==> src/rtl/uart_char_tx.sv <==
module uart_char_tx #(
  parameter int DIV_W = 16,
  parameter int OVS   = 16
) (
  input  logic             clk,
  input  logic             rst_n,
  input  logic [DIV_W-1:0] divisor,
  input  logic [1:0]       data_len,
  input  logic             two_stop,
  input  logic             parity_en,
  input  logic             even_par,
  input  logic             brk,
  input  logic [7:0]       tx_data,
  input  logic             tx_valid,
  output logic             tx_ready,
  output logic             txd,
  output logic             busy,
  output logic             shift_empty
);
  localparam int SUB_W = $clog2(2 * OVS);
  localparam logic [SUB_W-1:0] LAST_ONE  = SUB_W'(OVS - 1);
  localparam logic [SUB_W-1:0] LAST_HALF = SUB_W'(OVS + OVS / 2 - 1);
  localparam logic [SUB_W-1:0] LAST_TWO  = SUB_W'(2 * OVS - 1);

  typedef enum logic [2:0] {S_IDLE, S_START, S_DATA, S_PAR, S_STOP} st_t;

  st_t              st;
  logic [DIV_W-1:0] cnt;
  logic [SUB_W-1:0] sub, last_sub, stop_last;
  logic [2:0]       idx;
  logic [7:0]       shreg, masked;
  logic             par_q, pen_q, stop_q;
  logic [1:0]       len_q;
  logic             tick, bit_end, accept, div_on;

  assign div_on    = divisor != '0;
  assign tick      = div_on && (cnt >= divisor - 1'b1);
  assign stop_last = !stop_q ? LAST_ONE : (len_q == 2'b00 ? LAST_HALF : LAST_TWO);
  assign last_sub  = (st == S_STOP) ? stop_last : LAST_ONE;
  assign bit_end   = tick && (sub == last_sub);
  assign tx_ready  = div_on && (st == S_IDLE || (st == S_STOP && bit_end));
  assign accept    = tx_valid && tx_ready;
  assign masked    = tx_data & (8'hFF >> (2'd3 - data_len));

  assign busy        = st != S_IDLE;
  assign shift_empty = st == S_IDLE;

  always_comb begin
    if (brk) txd = 1'b0;
    else begin
      case (st)
        S_START: txd = 1'b0;
        S_DATA:  txd = shreg[0];
        S_PAR:   txd = par_q;
        default: txd = 1'b1;
      endcase
    end
  end

  always_ff @(posedge clk or negedge rst_n) begin
    if (!rst_n) cnt <= '0;
    else if (accept || !div_on || tick) cnt <= '0;
    else cnt <= cnt + 1'b1;
  end

  always_ff @(posedge clk or negedge rst_n) begin
    if (!rst_n) begin
      st <= S_IDLE; sub <= '0; idx <= '0; shreg <= '0;
      par_q <= 1'b0; pen_q <= 1'b0; stop_q <= 1'b0; len_q <= 2'b00;
    end else if (accept) begin
      st     <= S_START;
      sub    <= '0;
      idx    <= '0;
      shreg  <= masked;
      par_q  <= (^masked) ^ ~even_par;
      pen_q  <= parity_en;
      stop_q <= two_stop;
      len_q  <= data_len;
    end else if (tick && st != S_IDLE) begin
      if (bit_end) begin
        sub <= '0;
        case (st)
          S_START: st <= S_DATA;
          S_DATA: begin
            shreg <= shreg >> 1;
            if (idx == {1'b1, len_q}) st <= pen_q ? S_PAR : S_STOP;
            else idx <= idx + 1'b1;
          end
          S_PAR:   st <= S_STOP;
          default: st <= S_IDLE;
        endcase
      end else begin
        sub <= sub + 1'b1;
      end
    end
  end

  a_r3_zero_div_stays_idle: assert property (@(posedge clk) disable iff (!rst_n)
    (!div_on && !busy) |=> !busy);
  a_r8_accept_starts: assert property (@(posedge clk) disable iff (!rst_n)
    (tx_valid && tx_ready) |=> busy);
  a_r4_start_low: assert property (@(posedge clk) disable iff (!rst_n)
    ($rose(busy) && !brk) |-> !txd);
  a_r9_idle_line_high: assert property (@(posedge clk) disable iff (!rst_n)
    (!busy && !brk) |-> txd);
  a_r2_ready_needs_tick_in_stop: assert property (@(posedge clk) disable iff (!rst_n)
    (busy && tx_ready) |=> $past(tick));
endmodule

==> config.mk <==
export PLATFORM = sky130hd
export DESIGN_NAME = uart_char_tx
export DESIGN_NICKNAME = d
export VERILOG_FILES = /design/src/rtl/uart_char_tx.sv
export SDC_FILE = /design/constraint.sdc
export NUM_CORES = 1
export LEC_CHECK = 0
export BUFFER_PORTS_ARGS = -buffer_cell sky130_fd_sc_hd__buf_4
export CAP_MARGIN = 20
export CORE_MARGIN = 8
export CORE_UTILIZATION = 50
export DETAILED_ROUTE_END_ITERATION = 10
export GPL_TIMING_DRIVEN = 0
export PLACE_DENSITY = 0.73
export SLEW_MARGIN = 0
export SYNTH_ARGS = -nofsm -noshare
export SYNTH_HDL_FRONTEND = slang
export SYNTH_SLANG_ARGS = --single-unit
==> constraint.sdc <==
create_clock -name clk -period 3.09 [get_ports clk]
set_input_delay 0.309 -clock clk [delete_from_list [all_inputs] [get_ports clk]]
set_output_delay 0.309 -clock clk [all_outputs]
set_load 0.01 [all_outputs]
==> results of run 1 <==
==> stage by stage <==
step | TNS, ns | utilization, % | total power [uW] | setup WS, ns
global placement | -18.63 | 59.2 | 865 | -0.666
detailed placement | -21.63 | 59.2 | 880 | -0.772
finish | -0.768 | 69.0 | 1390 | -0.145
floorplan | -0.0432 | - | 775 | -0.0216
global route | -3.24 | 69.0 | 1470 | -0.233
CTS | -0.118 | 65.0 | 1390 | -0.0666
==> worst max-delay path, delay by kind of cell <==
| family | cells | cell delay (ns) |
|---|---|---|
| simple gates | 7 | 1.78 |
| compound gates | 4 | 0.55 |
| buf+inv | 3 | 0.40 |
| fa+ha+maj | 1 | 0.27 |
| xor+xnor | 1 | 0.14 |
==> cell type report <==
type / instances / area share (%)
Tap cell: 72 / 2.42
Inverter: 8 / 1.34
Clock buffer: 5 / 1.85
Multi-Input combinational cell: 243 / 49.8
Clock inverter: 2 / 1.61
Buffer: 9 / 2.25
Timing Repair Buffer: 59 / 13.9
Sequential cell: 40 / 26.8
==> cell usage in the layout, fill, tap and decap left out, drive strengths merged, types with 2 or more instances in the layout <==
cell,netlist,layout
o21ai,15,15
and3,5,5
nor4,6,6
dfrtp,40,40
nor3,6,6
or3,2,2
nand3b,4,4
nor2,32,32
nand4,8,8
buf,2,60
mux2i,8,8
xor2,17,17
or4,4,4
nand3,18,18
o211a,2,2
xnor2,22,22
nand2b,2,2
a31oi,2,2
mux2,5,5
nand2,29,29
ha,20,20
a21o,3,3
clkbuf,8,12
nor3b,3,3
bufinv,0,2
or3b,2,2
inv,8,8
a21oi,15,15
==> per-layer routing <==
metal  wire [um]  share of wire (%)  up-vias
met3         236                3.5        8
met1        3010                 44     1172
met4         106                1.6        0
li1            -                  -     1200
met2        3460                 51       41
met5           0                  0        -
==> logic make-up after synthesis <==
| kind of cell | synth area share, % |
|---|---|
| buffers and inverters | 3.02 |
| xor gates and xnor gates | 12.5 |
| adders and majority gates | 9.14 |
| muxes | 4.98 |
| DFF | 36.5 |
| and+or+nand+nor | 23.8 |
| AOI/OAI and AO/OA | 10.0 |
==> how the worst max path moves through the flow <==
stage | to | cells past startpoint | slack, ns | startpoint
floorplan | sub[3] | 15 | -0.02 | divisor[1]
global placement | shreg[7] | 16 | -0.67 | divisor[0]
detailed placement | shreg[2] | 15 | -0.77 | divisor[0]
CTS | tx_ready | 15 | -0.07 | divisor[0]
global route | tx_ready | 14 | -0.23 | divisor[10]
finish | sub[4] | 16 | -0.14 | divisor[10]
==> timing repair <==
action | CTS | global route
pin swaps | 24 | 19
hold buffers | 1 | 0
resized for setup | 22 | 37
endpoints found under the hold margin | 32 | 0
gates cloned | 0 | 2
setup endpoints to repair | 36 | 36
setup buffers | 14 | 6
==> registers in the layout, summed over array words and instances, names as in the netlist <==
signal	cells
sub	5
st	3
pen_q	1
shreg	8
stop_q	1
len_q	2
cnt	16
idx	3
par_q	1
==> report_power, final <==
part           internal, uW  switching, uW  total (uW)
Clock                   318            186         504
Combinational           132            125         258
Sequential              566           64.3         630
==> reports/qor.csv, run 1 <==
stage,metric,value,unit
sta,fin_crit,3.23,ns
grt,busiest_layer,met2,
yosys,synth-seq-cells,40,
sta,timing.hold.ws,0.228,ns
cts,clockBufferDepth,2,
sta,drv_slew,0,
grt,grt_usage,16.3,%
final_layout,syn_to_final_growth,36.2,%
critical_path,r2r_slack,0.32,ns
critical_path,ff2ff_path_depth,10,
final_layout,final_area,0.00373,mm^2
run,max_cap_viol_count,0,
sta,tightest_slew,0.640,ns
power,max-vdd-ir-drop,0.473,mV
yosys,yosysTopAreaCellShare,36.5,%
route,vias,2421,
cts,clockRootBuffer,clkbuf_8,
sta,fin_skew,0.0105,ns
grt,grtUsageMet2,27.4,%
outcome,violations,negative setup slack,
critical_path,path_class,in2reg,
route,wire_per_inst,15.6,um
final_layout,fill_cells,408,
die,die_h,90.0,um
yosys,synth_cell_type_count,44,
outcome,outcome,finished with violations,
yosys,yosys-top-cells-area,"dfrtp_1 37%, ha_1 9.1%, xnor2_1 7.0%",
yosys,async_flop_share,100,%
yosys,synth-edff-count,0,
yosys,syn_avg_cell_area,9.10,um^2
final_layout,fin_cells,438,
place,port-buffer-count,36,
critical_path,required,3.31,ns
grt,grtUsageMet3,4.82,%
critical_path,worstSetupStartpointType,input pin,
min_path,holdPathStages,3,
route,first_pass_iters,4,
grt,grt_pass1_vias,2431,
sta,rsz0062_at_grt,true,
die,core,0.00541,mm^2
final_layout,nNetsFinal,419,
critical_path,arrival,3.45,ns
place,place.gp.congestion,0.835,
yosys,syn_area,0.00274,mm^2
cts,cts_tree,done,
power,p_per_area,373,mW/mm^2
cts,path_clk_slew,0.08,ns
place,hpwl,4.60,mm
place,place_inst,409,
critical_path,regToRegEndpoint,sub[4],
min_path,min-delay-start,tx_data[2],
sta,fin_crit_sh,105,%
critical_path,max_stage_delay,0.55,ns
route,drt_iter0_markers,122,
final_layout,diodes,0,
route,ant_nets,0,
route,wl,6.82,mm
grt,grt_start_max_net_pins,41,
min_path,min_to,shreg[2],
power,leakage,0.00171,uW
critical_path,crit_chain,buf_6 -> or4_4 -> nor3_4 -> nand2_2 -> nor3_2 -> xnor2_1 -> ha_1 -> buf_4 -> a21oi_2 -> o21ai_2 -> a21oi_2 -> nand3_4 -> buf_6 -> and3_4 -> or4_1 -> a31oi_1,
grt,grt_antenna_before_repair,0,
sta,fin_ws,-0.145,ns
final_layout,drive_above_1_share,30.1,%
yosys,seq_area_frac_synth,36.5,%
die,die_w,90.0,um
yosys,yosysMostFrequentCell,dfrtp_1,
die,io_pins,37,
cts,cts_max_level,2,
die,die_area,0.00810,mm^2
critical_path,cp_max_fo,6,
cts,insertion_delay,0.30,ns
yosys,synth_cells,301,
min_path,hold_path.class,in2reg,
route,route.detailed.drc,0,
yosys,synthTopCellsByCount,"40 x dfrtp_1, 32 x nor2_1, 29 x nand2_1, 22 x xnor2_1, 20 x ha_1",
route,vias_per_cell,5.53,
place,post_dp_cell_area,0.00320,mm^2
die,row_count,27,
cts,cts_sinks,40,
grt,use_met1,19.5,%
final_layout,multiInputGateArea,0.00186,mm^2
yosys,ys_warn_count,0,
grt,overflow,0,
grt,grt_first_pass_wirelength,11.0,mm
critical_path,cp-end-kind,flop,
sta,maxSlewHeadroom,56.9,%
sta,setup_violations,17,
sta,finalHoldViolCount,0,
cts,cts-buffers-inserted,5,
critical_path,reg2reg_from,cnt[0],
yosys,synth_nets,354,
yosys,yosysTopAreaCell,dfrtp_1,
critical_path,crit_slowest_cell,or4_4,
die,initial_core_util,50.7,%
sta,max_freq,309,MHz
yosys,synth_flop_cell,dfrtp_1,
final_layout,seqCellArea,0.00100,mm^2
Power figures use the tool's default switching activity.
==> run 2, diff against run 1 <==
--- a/config.mk
+++ b/config.mk
@@ -10,7 +10,6 @@
 export CORE_MARGIN = 8
 export CORE_UTILIZATION = 50
 export DETAILED_ROUTE_END_ITERATION = 10
-export GPL_TIMING_DRIVEN = 0
 export PLACE_DENSITY = 0.73
 export SLEW_MARGIN = 0
 export SYNTH_ARGS = -nofsm -noshare
==> run 2 against run 1 <==
Compared with the run above:
- the flow finishes with violations (negative hold slack, negative setup slack)
- via count up 2.0%
- sequential share of layout area up 0.52 points
- clock-buffer cell count is 3 higher
- clock power is 29% lower
- wire length is 5.6% lower
- sequential cell count unchanged
- hold slack lost 0.25 ns
- critical endpoint is now tx_ready
- largest power group unchanged
- highest routed layer unchanged
==> reports/qor.csv, run 2 (synthesis results as in run 1) <==
stage,metric,value,unit,change
outcome,outcome,finished with violations,,
outcome,violations,"negative hold slack, negative setup slack",,
power,leakage,0.00170,uW,about the same
route,route.detailed.drc,0,,unchanged
route,wl,6.44,mm,-5.6%
final_layout,diodes,0,,unchanged
die,die_w,90.0,um,unchanged
die,initial_core_util,50.7,%,unchanged
cts,path_clk_slew,0.08,ns,about the same
sta,fin_ws,-0.0536,ns,+0.0909 ns
sta,rsz0062_at_grt,true,,
critical_path,cp_max_fo,5,,-1
critical_path,cp-startpoint,divisor[0],,
sta,fin_skew,0.00618,ns,-0.00436 ns
sta,drv_slew,0,,unchanged
grt,grt_antenna_before_repair,0,,unchanged
power,max-vdd-ir-drop,0.377,mV,-20%
route,ant_nets,0,,unchanged
final_layout,final_common_cell,buf_4,,
final_layout,layout_common_cells,"67 x buf_4, 40 x dfrtp_1, 25 x nand2_1",,
die,die_area,0.00810,mm^2,unchanged
run,max_cap_viol_count,0,,unchanged
route,drt_iter0_markers,147,,+20%
critical_path,ff2ff_path_depth,11,,+1
place,hpwl,4.63,mm,+0.67%
critical_path,required,2.78,ns,-0.53 ns
sta,tightest_slew,0.535,ns,-0.105 ns
critical_path,r2r_slack,0.27,ns,-0.05 ns
final_layout,drive_above_1_share,32.9,%,+2.8 points
die,io_pins,37,,unchanged
route,first_pass_iters,4,,unchanged
cts,ctsHoldBuffers,0,,-1
cts,insertion_delay,0.29,ns,about the same
place,port-buffer-count,36,,unchanged
sta,finalHoldViolCount,30,,+30
final_layout,fin_util,67.7,%,-1.3 points
route,vias_per_cell,5.54,,+0.15%
final_layout,fill_cells,435,,+6.6%
grt,grt_usage,15.3,%,-0.96 points
cts,cts_sinks,40,,unchanged
sta,setup_violations,2,,-15
route,wire_per_inst,14.4,um,-7.3%
sta,fin_crit_sh,102,%,-2.9 points
critical_path,reg2reg_from,cnt[0],,
critical_path,path_class,in2out,,
die,core,0.00541,mm^2,unchanged
final_layout,reg_top3,"cnt x16, shreg x8, sub x5",,
cts,cts_max_level,2,,unchanged
critical_path,arrival,2.83,ns,-0.62 ns
grt,grt_first_pass_wirelength,10.7,mm,-3.1%
critical_path,cp-end-kind,primary output,,
final_layout,nNetsFinal,426,,+1.7%
sta,fin_crit,3.14,ns,-0.0909 ns
final_layout,largest_register_ffs,16,,unchanged
final_layout,syn_to_final_growth,33.6,%,
power,p_per_area,346,mW/mm^2,-7.2%
min_path,hold_path.class,in2async,,
cts,clockRootBuffer,clkbuf_8,,
sta,timing.hold.ws,-0.0184,ns,-0.246 ns
cts,clockBufferDepth,2,,unchanged
sta,max_freq,318,MHz,+2.9%
route,vias,2469,,+2.0%
sta,maxSlewHeadroom,64.3,%,+7.3 points
place,place.gp.congestion,0.835,,about the same
cts,cts-buffers-inserted,5,,unchanged
die,die_h,90.0,um,unchanged
critical_path,worstSetupStartpointType,input pin,,
grt,grt_start_max_net_pins,41,,unchanged
final_layout,top_register,cnt,,
critical_path,regToRegEndpoint,sub[4],,
die,row_count,27,,unchanged
grt,grt_pass1_vias,2434,,+0.12%
cts,cts_tree,done,,
grt,overflow,0,,unchanged
## run 2: metrics by stage
| stage | std cells | TNS (ns) | power (uW) | setup WS, ns | instance area, um^2 |
|---|---|---|---|---|---|
| 6_report | 446 | -0.0802 | 1270 | -0.0536 | 3660 |
| 5_1_grt | 446 | -1.53 | 1340 | -0.230 | 3660 |
| 4_1_cts | 434 | -0.0189 | 1260 | -0.0189 | 3460 |
| 3_5_place_dp | 422 | -6.40 | 900 | -0.292 | 3300 |
| 3_3_place_gp | 422 | -4.66 | 890 | -0.197 | 3300 |
| 2_1_floorplan | 301 | -0.0432 | 775 | -0.0216 | 2840 |
## run 2: how the worst max path moves through the flow
| stage | slack, ns | end |
|---|---|---|
| 2_1_floorplan | -0.02 | sub[3] |
| 3_3_place_gp | -0.20 | stop_q |
| 3_5_place_dp | -0.29 | sub[3] |
| 4_1_cts | -0.02 | tx_ready |
| 5_1_grt | -0.23 | sub[4] |
| 6_report | -0.05 | tx_ready |
## run 2: per-layer routing
metal / global-route usage, % / up-vias / routed length [um]
li1: - / 1216 / -
met1: 19.0 / 1197 / 2890
met2: 26.3 / 48 / 3260
met3: 3.24 / 8 / 219
met4: 3.88 / 0 / 59
met5: 0 / - / 0
## run 2: layout make-up
class | instances | area (um^2) | share of cell area (%)
Timing Repair Buffer | 74 | 594 | 16.2
Inverter | 8 | 55.1 | 1.50
Multi-Input combinational cell | 244 | 1830 | 50.0
Sequential cell | 40 | 1000 | 27.4
Tap cell | 72 | 90.1 | 2.46
Clock buffer | 8 | 90.1 | 2.46
## run 2: report_power, final
part | switching, uW | internal, uW
Clock | 173 | 182
Sequential | 63.6 | 566
Combinational | 129 | 153
## run 2: timing repair
action,CTS,global route
resized for setup,10,33
endpoints found under the hold margin,0,0
buffers inserted,4,11
pin swaps,11,20
cloned,0,1
endpoints found under the setup margin,2,40
## run 2: worst max-delay path: stages
cell,delay [ns]
buf_8,0.11
clkinv_8,0.04
ha_4,0.12
nor3b_4,0.18
nand3b_1,0.11
or4_4,0.44
xor2_2,0.16
ha_1,0.29
nand2_2,0.08
nor4_4,0.28
nand3b_1,0.13
nand3_2,0.11
buf_6,0.13
nand2_2,0.05
a21oi_2,0.15
buf_4,0.15
==> run 3, diff against run 2 <==
--- a/config.mk
+++ b/config.mk
@@ -7,7 +7,7 @@
 export LEC_CHECK = 0
 export BUFFER_PORTS_ARGS = -buffer_cell sky130_fd_sc_hd__buf_4
 export CAP_MARGIN = 20
-export CORE_MARGIN = 8
+export CORE_MARGIN = 2
 export CORE_UTILIZATION = 50
 export DETAILED_ROUTE_END_ITERATION = 10
 export PLACE_DENSITY = 0.73
==> run 3 against run 2 <==
Compared with the run above:
- the flow finishes with violations (negative setup slack)
- sequential cell count unchanged
- register-to-register slack about the same
- clock skew increased by 0.0031 ns
- die area decreased by 25%
- global-route usage increased by 5.3 points
- hold slack improved by 0.26 ns
- clock-buffer cell count decreased by 3
- via count decreased by 3.6%
- combinational power decreased by 3%
- worst setup slack got worse by 0.0048 ns
- critical endpoint is now sub[4]
- largest cell class unchanged
- largest power group unchanged
==> reports/qor.csv, run 3 (synthesis results as in run 1) <==
stage,metric,value,unit,change
route,wire_per_inst,13.9,um,-3.8%
final_layout,final_common_cell,buf_4,,
place,place_inst,423,,+0.24%
power,p_clk_share,26.8,%,-1.3 points
final_layout,syn_to_final_growth,33.8,%,
outcome,outcome,finished with violations,,
final_layout,diodes,0,,unchanged
place,port-buffer-count,36,,unchanged
final_layout,fin_cells,441,,-1.1%
sta,fin_crit,3.15,ns,+0.00481 ns
route,wl,6.12,mm,-4.9%
grt,grt_antenna_before_repair,0,,unchanged
sta,fin_crit_sh,102,%,+0.16 points
route,vias_per_cell,5.40,,-2.5%
route,first_pass_iters,4,,unchanged
critical_path,arrival,3.37,ns,+0.54 ns
final_layout,largest_register_ffs,16,,unchanged
power,p_per_area,336,mW/mm^2,-2.9%
sta,rsz0062_at_grt,true,,
die,initial_core_util,52.6,%,+1.9 points
grt,grt_start_max_net_pins,41,,unchanged
route,ant_nets,0,,unchanged
sta,setup_violations,15,,+13
power,switching_share,29.8,%,+0.95 points
final_layout,fill_cells,411,,-5.5%
place,hpwl,4.42,mm,-4.5%
route,drt_iter0_markers,147,,unchanged
cts,cts_tree,done,,
grt,grt_first_pass_wirelength,10.1,mm,-5.0%
cts,cts_sinks,40,,unchanged
power,leakage,0.00172,uW,+0.81%
cts,clockRootBuffer,clkbuf_8,,
die,die_area,0.00609,mm^2,-25%
final_layout,fin_util,70.4,%,+2.7 points
power,max-vdd-ir-drop,0.297,mV,-21%
die,die_h,78.0,um,-13%
route,vias,2380,,-3.6%
power,netSwitchingPower,368,uW,+0.50%
min_path,holdPathStages,3,,
sta,max_freq,318,MHz,-0.15%
power,p_seq_share,51.0,%,+1.3 points
route,route.detailed.drc,0,,unchanged
power,power.internal,865,uW,-4.0%
die,die_w,78.0,um,-13%
critical_path,ff2ff_path_depth,12,,+1
final_layout,layout_common_cells,"61 x buf_4, 40 x dfrtp_1, 31 x nor2_1",,
cts,cts_max_level,2,,unchanged
min_path,hold_path.class,in2reg,,
power,power,1230,uW,-2.7%
final_layout,top_register,cnt,,
final_layout,nNetsFinal,424,,-0.47%
critical_path,required,3.31,ns,+0.53 ns
critical_path,cp-end-kind,flop,,
grt,grt_pass1_vias,2344,,-3.7%
sta,finalHoldViolCount,0,,-100%
cts,path_clk_slew,0.08,ns,about the same
critical_path,path_class,in2reg,,
outcome,violations,negative setup slack,,
die,row_count,26,,-3.7%
cts,clockBufferDepth,2,,unchanged
final_layout,drive_above_1_share,32.6,%,-0.27 points
sta,fin_ws,-0.0584,ns,-0.00481 ns
critical_path,cp_max_fo,7,,+2
grt,grt_usage,20.6,%,+5.3 points
power,pwr-share-comb,22.2,%,about the same
die,io_pins,37,,unchanged
final_layout,reg_top3,"cnt x16, shreg x8, sub x5",,
sta,maxSlewHeadroom,66.2,%,+1.9 points
grt,overflow,0,,unchanged
run,max_cap_viol_count,0,,unchanged
sta,tightest_slew,0.507,ns,-0.0280 ns
critical_path,worstSetupStartpointType,input pin,,
cts,insertion_delay,0.29,ns,about the same
place,place.gp.congestion,0.839,,+0.38%
sta,fin_skew,0.00928,ns,+0.00310 ns
die,core,0.00520,mm^2,-3.7%
cts,cts-buffers-inserted,5,,unchanged
place,pre_cts_ws,-0.285,ns,+0.00713 ns
sta,drv_slew,0,,unchanged
run 3: changes by cell type in the layout (fill, tap and decap cells not counted), sizes merged:
cell | before | now
inv | 7 | 8
or3b | 3 | 2
dlygate4sd3 | 0 | 1
buf | 74 | 72
clkinvlp | 0 | 1
clkbuf | 8 | 5
run 3: repair_timing:
action / 4_1_cts / 5_1_grt
setup buffers: 3 / 7
cloned: 0 / 0
pin swaps: 9 / 21
gates resized for setup: 8 / 43
hold endpoints to repair: 11 / 0
endpoints found under the setup margin: 1 / 25
hold buffers: 1 / 0
run 3: metrics by stage:
| step | cell area [um^2] | hold slack, ns | TNS [ns] |
|---|---|---|---|
| 5_1_grt | 3660 | 0.244 | -3.28 |
| 3_5_place_dp | 3320 | 0.314 | -5.78 |
| 6_report | 3660 | 0.240 | -0.395 |
| 4_1_cts | 3460 | 0.232 | -0.0222 |
| 2_1_floorplan | 2840 | 0.0134 | -0.0432 |
| 3_3_place_gp | 3320 | 0.312 | -3.92 |
run 3: final cells by class:
cell class | instances | area, um^2 | share of cell area, %
tap | 70 | 87.6 | 2.39
multi-input combinational | 243 | 1840 | 50.3
sequential | 40 | 1000 | 27.3
clock inverter | 2 | 12.5 | 0.341
timing repair buffer | 73 | 601 | 16.4
inverter | 8 | 50.0 | 1.37
clock buffer | 5 | 68.8 | 1.88
run 3: final timing paths:
path	startpoint	to	slack, ns
worst max register to register	cnt[0]	sub[4]	0.28
worst min-delay path	tx_data[1]	shreg[1]	0.24
max in group asynchronous	rst_n	par_q	2.20
worst min register to register	cnt[0]	cnt[0]	0.52
min in group asynchronous	rst_n	idx[0]	0.53
worst max-delay path	divisor[10]	sub[4]	-0.06
run 3: power groups by stage:
stage               Sequential, uW  Clock, uW  Combinational (uW)
floorplan                      623          0                 152
global placement               637          0                 251
detailed placement             639          0                 259
CTS                            628        338                 266
global route                   638        364                 321
finish                         629        330                 273
run 3: layer usage:
layer	vias up	global-route usage, %	routed length, um
met2	35	34.3	3010
met1	1125	27.4	2870
met3	8	4.14	174
met4	0	5.96	59
met5	-	0	0
li1	1212	-	-
run 3: critical path, cell delays in order:
cell	delay (ns)
buf_6	0.09
or4_4	0.55
nor3_4	0.21
nand2_2	0.11
nor3_4	0.18
xnor2_1	0.09
ha_1	0.34
a21oi_2	0.13
o21ai_1	0.08
a21oi_1	0.15
nand3_2	0.14
buf_6	0.15
buf_6	0.11
and3_4	0.18
or4_4	0.41
a31oi_1	0.14
